**src/rtl/rxq_pkg.sv**
```systemverilog
package rxq_pkg;
    parameter int unsigned RXQ_DEPTH = 64;
    parameter int unsigned RXQ_DW    = 8;
    parameter int unsigned RXQ_EW    = 3;
    localparam int unsigned RXQ_TMO_W = 8;
    localparam int unsigned RXQ_IDLE_EXTRA = 12;
    localparam int unsigned RXQ_IDLE_CHARS = 4;
    localparam int unsigned RXQ_FRAME_BASE = 7;

    typedef enum logic {
        FLOW_GO   = 1'b0,
        FLOW_HOLD = 1'b1
    } flow_state_e;

    typedef enum logic [1:0] {
        Q_NONE = 2'b00,
        Q_POP  = 2'b01,
        Q_PUSH = 2'b10,
        Q_BOTH = 2'b11
    } q_op_e;

    // bits per character: start + (5..8) data + stop
    function automatic logic [RXQ_TMO_W-1:0] rxq_idle_limit(input logic [1:0] len_code);
        int unsigned bits;
        bits = 32'(len_code) + RXQ_FRAME_BASE;
        return RXQ_TMO_W'(RXQ_IDLE_CHARS * bits + RXQ_IDLE_EXTRA);
    endfunction
endpackage

```
**src/rtl/rxq_store.sv**
```systemverilog
module rxq_store
    import rxq_pkg::*;
#(
    parameter int unsigned DEPTH = RXQ_DEPTH,
    parameter int unsigned WIDTH = RXQ_DW + RXQ_EW,
    localparam int unsigned AW = $clog2(DEPTH),
    localparam int unsigned CW = $clog2(DEPTH + 1)
) (
    input  logic             clk,
    input  logic             rst,
    input  logic             wr_en,
    input  logic [WIDTH-1:0] wr_entry,
    input  logic             rd_en,
    input  logic             status_rd,
    input  logic [CW-1:0]    cap,
    output logic [WIDTH-1:0] head,
    output logic [CW-1:0]    fill,
    output logic             pushed,
    output logic             popped,
    output logic             ovr
);
    logic [WIDTH-1:0] mem [DEPTH];
    logic [AW-1:0]    wp, rp;
    q_op_e            op;

    assign pushed = wr_en && (fill < cap);
    assign popped = rd_en && (fill != '0);
    assign op     = q_op_e'({pushed, popped});

    function automatic logic [AW-1:0] bump(input logic [AW-1:0] p);
        return (p == AW'(DEPTH - 1)) ? '0 : p + AW'(1);
    endfunction

    always_ff @(posedge clk) begin
        if (pushed) begin
            mem[wp] <= wr_entry;
        end
    end

    always_ff @(posedge clk) begin
        if (rst) begin
            wp   <= '0;
            rp   <= '0;
            fill <= '0;
        end else begin
            if (pushed) wp <= bump(wp);
            if (popped) rp <= bump(rp);
            case (op)
                Q_PUSH:  fill <= fill + CW'(1);
                Q_POP:   fill <= fill - CW'(1);
                default: fill <= fill;
            endcase
        end
    end

    always_ff @(posedge clk) begin
        if (rst) begin
            ovr <= 1'b0;
        end else if (wr_en && !pushed) begin
            ovr <= 1'b1;
        end else if (status_rd) begin
            ovr <= 1'b0;
        end
    end

    assign head = (fill == '0) ? '0 : mem[rp];
endmodule

```
**src/rtl/rxq_timeout.sv**
```systemverilog
module rxq_timeout
    import rxq_pkg::*;
(
    input  logic       clk,
    input  logic       rst,
    input  logic       tick,
    input  logic       activity,
    input  logic       empty,
    input  logic [1:0] len_code,
    output logic       expired
);
    logic [RXQ_TMO_W-1:0] cnt;
    logic [RXQ_TMO_W-1:0] limit;

    assign limit = rxq_idle_limit(len_code);

    always_ff @(posedge clk) begin
        if (rst || activity || empty) begin
            cnt     <= '0;
            expired <= 1'b0;
        end else if (tick && !expired) begin
            if (cnt == limit - RXQ_TMO_W'(1)) begin
                expired <= 1'b1;
            end else begin
                cnt <= cnt + RXQ_TMO_W'(1);
            end
        end
    end
endmodule

```
**src/rtl/rxq_flow.sv**
```systemverilog
module rxq_flow
    import rxq_pkg::*;
#(
    parameter int unsigned CW = 7
) (
    input  logic          clk,
    input  logic          rst,
    input  logic          enable,
    input  logic [CW-1:0] fill,
    input  logic [CW-1:0] trig,
    input  logic [CW-1:0] band,
    output logic          hold_n
);
    logic [CW:0] hi_mark;
    logic [CW:0] lo_mark;
    flow_state_e state;

    assign hi_mark = {1'b0, trig} + {1'b0, band};
    assign lo_mark = (trig > band) ? {1'b0, trig - band} : '0;

    always_ff @(posedge clk) begin
        if (rst || !enable) begin
            state <= FLOW_GO;
        end else if ({1'b0, fill} >= hi_mark) begin
            state <= FLOW_HOLD;
        end else if ({1'b0, fill} <= lo_mark) begin
            state <= FLOW_GO;
        end
    end

    assign hold_n = (state == FLOW_HOLD);
endmodule

```
**src/rtl/rx_char_queue.sv**
```systemverilog
module rx_char_queue
    import rxq_pkg::*;
#(
    parameter int unsigned DEPTH = RXQ_DEPTH,
    parameter int unsigned DW    = RXQ_DW,
    parameter int unsigned EW    = RXQ_EW,
    localparam int unsigned CW   = $clog2(DEPTH + 1),
    localparam int unsigned WW   = DW + EW
) (
    input  logic          clk,
    input  logic          rst,
    input  logic          wr_en,
    input  logic [WW-1:0] wr_entry,
    input  logic          rd_en,
    input  logic          status_rd,
    input  logic          fifo_mode,
    input  logic [CW-1:0] trig_level,
    input  logic [CW-1:0] hyst_band,
    input  logic [1:0]    char_len,
    input  logic          bit_tick,
    input  logic          irq_en,
    input  logic          flow_feat_en,
    input  logic          flow_modem_en,
    output logic [DW-1:0] rd_data,
    output logic [EW-1:0] head_err,
    output logic [CW-1:0] fill_level,
    output logic          rx_ready_irq,
    output logic          rx_tmo_irq,
    output logic          overrun,
    output logic          rts_n
);
    logic [CW-1:0] cap;
    logic [CW-1:0] eff_trig;
    logic [WW-1:0] head;
    logic          pushed, popped, expired;

    assign cap = fifo_mode ? CW'(DEPTH) : CW'(1);

    always_comb begin
        if (!fifo_mode || trig_level == '0) begin
            eff_trig = CW'(1);
        end else if (trig_level > CW'(DEPTH)) begin
            eff_trig = CW'(DEPTH);
        end else begin
            eff_trig = trig_level;
        end
    end

    rxq_store #(.DEPTH(DEPTH), .WIDTH(WW)) u_store (
        .clk       (clk),
        .rst       (rst),
        .wr_en     (wr_en),
        .wr_entry  (wr_entry),
        .rd_en     (rd_en),
        .status_rd (status_rd),
        .cap       (cap),
        .head      (head),
        .fill      (fill_level),
        .pushed    (pushed),
        .popped    (popped),
        .ovr       (overrun)
    );

    rxq_timeout u_idle (
        .clk      (clk),
        .rst      (rst),
        .tick     (bit_tick),
        .activity (pushed || popped),
        .empty    (fill_level == '0),
        .len_code (char_len),
        .expired  (expired)
    );

    rxq_flow #(.CW(CW)) u_flow (
        .clk    (clk),
        .rst    (rst),
        .enable (flow_feat_en && flow_modem_en),
        .fill   (fill_level),
        .trig   (trig_level),
        .band   (hyst_band),
        .hold_n (rts_n)
    );

    assign rd_data      = head[DW-1:0];
    assign head_err     = head[WW-1:DW];
    assign rx_ready_irq = irq_en && (fill_level >= eff_trig);
    assign rx_tmo_irq   = irq_en && expired && (fill_level < eff_trig);
endmodule

```
**config.mk**
```make
export PLATFORM = sky130hd
export DESIGN_NAME = rx_char_queue
export DESIGN_NICKNAME = d
export VERILOG_FILES = /design/src/rtl/rxq_pkg.sv /design/src/rtl/rxq_store.sv /design/src/rtl/rxq_timeout.sv /design/src/rtl/rxq_flow.sv /design/src/rtl/rx_char_queue.sv
export SDC_FILE = /design/constraint.sdc
export NUM_CORES = 1
export LEC_CHECK = 0
export BUFFER_PORTS_ARGS = -buffer_cell sky130_fd_sc_hd__buf_2
export CORE_UTILIZATION = 59
export DETAILED_ROUTE_END_ITERATION = 12
export PLACE_DENSITY = 0.76
export SYNTH_ARGS = -nofsm -noshare
export SYNTH_HDL_FRONTEND = slang
export SYNTH_SLANG_ARGS = --single-unit
```
**constraint.sdc**
```tcl
create_clock -name clk -period 6.2 [get_ports clk]
set_clock_uncertainty 0.05 [all_clocks]
set_input_delay 0.31 -clock clk [delete_from_list [all_inputs] [get_ports clk]]
set_output_delay 0.31 -clock clk [all_outputs]
set_load 0.02 [all_outputs]
```
-- Word level (Yosys, flattened, before mapping)
Memory sizes are Yosys's and may differ from the RTL's. A register that Yosys moved wholly into a read port is not among the register bits.
Cells that the tools add are included.
- logic and storage cells: 72
- input bits: 37
- bits in writable memories: 704
- memories kept: 1
- bits in registers: 30
- memory list (name ; words ; bits a word ; read ports ; clocked after memory_dff ; write ports ; line ; RTL):
    u_store.mem ; 64 ; 11 ; 1 ; 1 ; 1 ; rxq_store.sv:22 ; logic [WIDTH-1:0] mem [DEPTH];
- bitwise operators: 1
- $add $sub $neg: 10
- multiplexer cells: 16
- eq/ne operators: 5
- reduce and logical (&&, ||, !) cells: 25
- magnitude comparators: 7
- operators by type and width (cell ; number):
    7-bit two-way mux ; 4
    6-bit two-way mux ; 4
    7-bit zero test ; 2
    7-bit < comparator ; 2
    7-bit case mux with 2 select lines ; 1
    6-bit by 1-bit adder with 6-bit output, second input constant ; 2
    6-bit == test, second input constant ; 2
    11-bit two-way mux ; 1
    7-bit by 7-bit adder with 8-bit output ; 1
    8-bit by 1-bit adder with 8-bit output, second input constant ; 1
    8-bit by 4-bit adder with 8-bit output, second input constant ; 1
    8-bit == test ; 1
    7-bit by 8-bit greater-or-equal comparator with 1-bit output ; 1
    7-bit by 8-bit less-or-equal comparator with 1-bit output ; 1
    1-bit logical AND ; 8
    8-bit by 1-bit subtractor with 8-bit output, second input constant ; 1
    7-bit by 1-bit adder with 7-bit output, second input constant ; 1
    7-bit greater-or-equal comparator ; 1
    7-bit > comparator ; 1
    7-bit > comparator, second input constant ; 1
    7-bit nonzero test ; 1
    7-bit by 1-bit subtractor with 7-bit output, second input constant ; 1
    7-bit subtractor ; 1
    1-bit two-way mux ; 6
    8 further kinds ; 18

-- Longest topological paths before layout
- depth after elaboration: 6
- depth in mapped cells: 15
- gate-level depth less buffers: 15

-- Hierarchy
From an unflattened synthesis, not the netlist that was laid out.
- cell total of the unflattened synthesis: 1649
- area total of the unflattened synthesis: 30819.6 sq um
- modules (own cells, without submodules) (module ; times used ; seq. area each (sq um) ; cells an instance ; area an instance (sq um)):
    rxq_store ; 1 ; 21660.8 ; 1409 ; 28892.7
    rxq_flow ; 1 ; 20.0 ; 124 ; 996.0
    rxq_timeout ; 1 ; 180.2 ; 75 ; 666.9
    rx_char_queue ; 1 ; 0.0 ; 41 ; 264.0

-- Worst setup path before layout
No wires, ideal clock.
- path kind: reg-to-reg
- start point: register u_store.fill[1]
- end point: register u_store.fill[6]
- data required time: 6.022 ns
- clock period less this slack: 3.436 ns
- path buffers: 1
- setup time: 0.128 ns
- setup slack: 2.764 ns
- cell stages (with the launch flop): 14
- arrival: 3.259 ns
- path through: dfxtp_1 -> or4_1 -> or4_1 -> buf_2 -> nand2_1 -> inv_2 -> ha_1 -> ha_1 -> nor2b_1 -> o21a_1 -> o2111a_1 -> a211oi_1 -> xor2_1 -> nor2_1
- longest elaborated chain between the ends: 4
- elaborated cells on any way between the ends: 10
- those cells by class: add/sub: 2; order compare: 1; eq/ne: 2; mux: 1; reduce/logical: 4
- ends and longest elaborated chain (item ; line ; RTL):
    start, declared ; rxq_store.sv:17 ; output logic [CW-1:0] fill,
    start signal, assigned ; rxq_store.sv:49 ; Q_PUSH: fill <= fill + CW'(1);
    start signal, assigned ; rxq_store.sv:50 ; Q_POP: fill <= fill - CW'(1);
    start signal, assigned ; rxq_store.sv:51 ; default: fill <= fill;
    7-bit nonzero test (*) ; rxq_store.sv:27 ; assign popped = rd_en && (fill != '0);
    1-bit logical AND (*) ; rxq_store.sv:27 ;
    net popped ; rx_char_queue.sv:35 ; logic pushed, popped, expired;
    2-bit by 1-bit == test with 1-bit output / 2-bit == test (equally long branches) ; rxq_store.sv:48 ; case (op)
    7-bit case mux with 2 select lines / 2-bit nonzero test (equally long branches) ; n/a ;
Mark *: on every way through the listed nets, which the timed path passes. The rest lies on a longest branch.
A chain may end at the register's enable or synchronous reset.

==> run_results.csv <==
group,metric,value,unit
yosys,netlist.area_leader.share,70.8,%
placed_design,dpl.hpwl,41500,um
yosys,syn-cell-area,29800,um^2
sta,hold_violations,0,
power_and_ir_drop,sw_frac_of_total,25.9,%
placed_design,place_congestion,0.930,
sta,fmax,223,MHz
critical_path,slowest_stage,"dfxtp_4",
detailed_routing,first_iter_violations,2034,
critical_path,path_max_fanout,40,
floorplanning,die_area,51500,um^2
finish,post-route-cell-area,33400,um^2
yosys,synth.avg_cell_area,19.3,um^2
grt,grt_max_degree,65,
sta,fin_crit_sh,72.2,%
placed_design,io_buffers,58,
detailed_routing,wire_per_inst,29.7,um
detailed_routing,drt_wl_total,70200,um
detailed_routing,drt-pass1-iter-count,5,
outcome,status,"finished, final reports clean",
yosys,synthArstFlopShare,0,%
sta,setup_violations,0,
yosys,syn_inst,1546,
grt,grt_pass1_vias,15600,
worst_hold_path,hp-start,"rd_en",
detailed_routing,vias,15700,
grt,antenna_found_initial,0,
yosys,synth_common_cells,"edfxtp_1 (704), mux4_2 (177), nor2_1 (110)",
clock_network,clk_latency,610,ps
sta,slew_headroom,24.0,%
yosys,ys_top_cells_by_area,"edfxtp_1 (71%), mux4_2 (13%), dfxtp_1 (2.4%)",
clock_network,clock-sinks,740,
floorplanning,die_y,227,um
yosys,synth_top_area_cell,"edfxtp_1",
grt,grt_usage,28.2,%
detailed_routing,routed_via_density,6.65,
clock_network,tritoncts,"yes",
sta,whs,29.5,ps
finish,fill_cells,3222,
finish,nets,1721,
critical_path,crit_type,"register to output pin",
floorplanning,start_util,59.6,%
critical_path,path_cells,"buf_4, mux4_2, a22o_1, a221oi_1, o22ai_1, or3_1, buf_2",
clock_network,path_clk_slew,50,ps
power_and_ir_drop,p_sw,3240,uW
critical_path,rrSetupSlack,2160,ps
sta,setup_slack,1720,ps
critical_path,rr_worst_depth,6,
critical_path,cp_slowest_stage_delay,890,ps
finish,antenna_cells,0,
run,max_cap_viol_count,0,
yosys,ys_seq_area_share,73.3,%
yosys,synth_edf_count,704,
clock_network,post_cts_buffers,0,
sta,report.final.slew_viol_count,0,
clock_network,clockBufferDepth,3,
sta,worst_slew_pin_slew,1140,ps
power_and_ir_drop,clkPwrFrac,36.4,%
yosys,yosysWarnings,0,
floorplanning,io_pins,59,
grt,grt-ovfl-total,0,
critical_path,arrival,4120,ps
sta,finalSetupTns,0,ps
power_and_ir_drop,irDropWorstVdd,0.266,mV
clock_network,cts_buffers,73,
finish,area_delta_synth_final,11.8,%
yosys,synth_top_flop_cell,"edfxtp_1",
floorplanning,rows,82,
placed_design,dpl-instance-area,30900,um^2
critical_path,r2r-start,"u_store.fill[1]$_SDFFE_PP0P_",
yosys,syn_nets,1634,
power_and_ir_drop,powerDensity,374,nW/um^2
detailed_routing,drc_errors,0,
power_and_ir_drop,combPwrFrac,18.0,%
yosys,yosysMostFrequentCell,"edfxtp_1",
detailed_routing,ant_nets,0,
yosys,synth-seq-cells,740,
worst_hold_path,min_path_cells,4,
floorplanning,die_x,227,um
worst_hold_path,hp-class,"primary input to register",
critical_path,timing.rr.end,"u_store.mem[18][0]$_DFFE_PP_",
clock_network,h-tree-depth,3,
sta,rsz0062_at_grt,"no",
sta,min_period,4480,ps
critical_path,worst_setup_path_start_kind,"register",
power_and_ir_drop,leakage,0.0106,uW
critical_path,cp.required,5840,ps
floorplanning,coreArea,50100,um^2
yosys,synth_cell_types,69,
finish,final_util,66.6,%
power_and_ir_drop,power.internal,9240,uW
power_and_ir_drop,p_seq_share,45.6,%
critical_path,crit_path_end_kind,"output pin",
finish,drive_above_1_share,23.3,%
clock_network,clockRootBuffer,"clkbuf_16",
grt,grt_pass1_wl,103000,um
placed_design,dp_slack,2230,ps
-- metrics by stage --
stage	std cells	total power (uW)
finish	2360	12500
detailed placement	2228	8020
floorplan	1546	7310
CTS	2360	12500
global placement	2228	7980
global route	2360	12800
-- worst max-delay path by stage --
stage,start,to,slack (ps),cells past startpoint
6_report,register,head_err[0],1720,7
5_1_grt,register,head_err[0],1630,7
4_1_cts,register,head_err[0],1770,7
3_5_place_dp,u_store.fill[1]$_SDFFE_PP0P_,u_store.mem[9][0]$_DFFE_PP_,2230,6
3_3_place_gp,u_store.fill[1]$_SDFFE_PP0P_,u_store.mem[59][0]$_DFFE_PP_,2350,6
2_1_floorplan,u_store.fill[1]$_SDFFE_PP0P_,u_store.fill[6]$_SDFFE_PP0P_,2760,13
-- flip-flops by register name, summed over array words and instances, names as in the netlist, named ones only --
signal,count
u_store.fill,7
u_idle.cnt,8
u_store.ovr,1
u_idle.expired,1
u_store.mem,704
u_store.wp,6
u_flow.hold_n,1
u_store.rp,6
-- cell type report --
cell class                      instances  area [um^2]  share of cell area (%)
Tap cell                              672          841                    2.52
Clock inverter                         40          440                    1.32
Multi-Input combinational cell        706         7560                    22.6
Sequential cell                       740        21900                    65.5
Clock buffer                           90         2030                    6.08
Timing Repair Buffer                   87          538                    1.61
Inverter                               25         93.8                   0.281
-- metal layers --
| layer | global-route usage [%] | vias up | share of wire, % |
|---|---|---|---|
| met5 | 0 | - | 0 |
| met4 | 9.70 | 0 | 3.1 |
| met3 | 6.54 | 119 | 11 |
| met2 | 44.3 | 1009 | 48 |
| met1 | 39.4 | 8037 | 38 |
| li1 | - | 6525 | - |
-- worst max-delay path, delay by kind of cell (launching register included) --
family                 cells  cell delay (ps)
AO/OA/AOI/OAI              3             1030
buffers and inverters      2              600
flip-flops                 1              890
multiplexers               1              540
AND/OR/NAND/NOR            1              410
-- power by group through the flow --
stage	sequential [uW]	clock, uW	combinational [uW]
after detailed placement	5800	0	2220
after CTS	5700	4570	2240
final	5690	4540	2240
after global routing	5710	4760	2380
after floorplan	5700	0	1610
after global placement	5800	0	2180
-- cells in the final DEF (no fill, tap or decap), drive strengths merged, types with 15 or more instances in the layout --
| cell | synthesis | final |
|---|---|---|
| a22o | 15 | 15 |
| o22ai | 32 | 32 |
| clkbuf | 35 | 90 |
| edfxtp | 704 | 704 |
| inv | 25 | 27 |
| o21ai | 24 | 24 |
| mux4 | 177 | 177 |
| a21oi | 29 | 29 |
| dfxtp | 36 | 36 |
| nand2b | 16 | 16 |
| nor2 | 110 | 110 |
| ha | 48 | 48 |
| buf | 40 | 85 |
| nand2 | 42 | 42 |
| clkinv | 0 | 25 |
| xor2 | 15 | 15 |
-- timing repair --
action                    CTS  global route
hold buffers                2             0
gates resized for setup     0             0
hold endpoints to repair    2             0
-- logic make-up (layout without fill, tap and decap cells) --
logic type / after synthesis / count (layout) / share of synthesized area, %
compound gates: 184 / 184 / 4.34
xor+xnor: 28 / 28 / 0.822
fa+ha+maj: 51 / 51 / 2.21
buf+inv: 100 / 242 / 1.43
flops: 740 / 740 / 73.3
mux: 189 / 189 / 13.8
simple gates: 254 / 254 / 4.18
(Power assumes the default switching activity.)
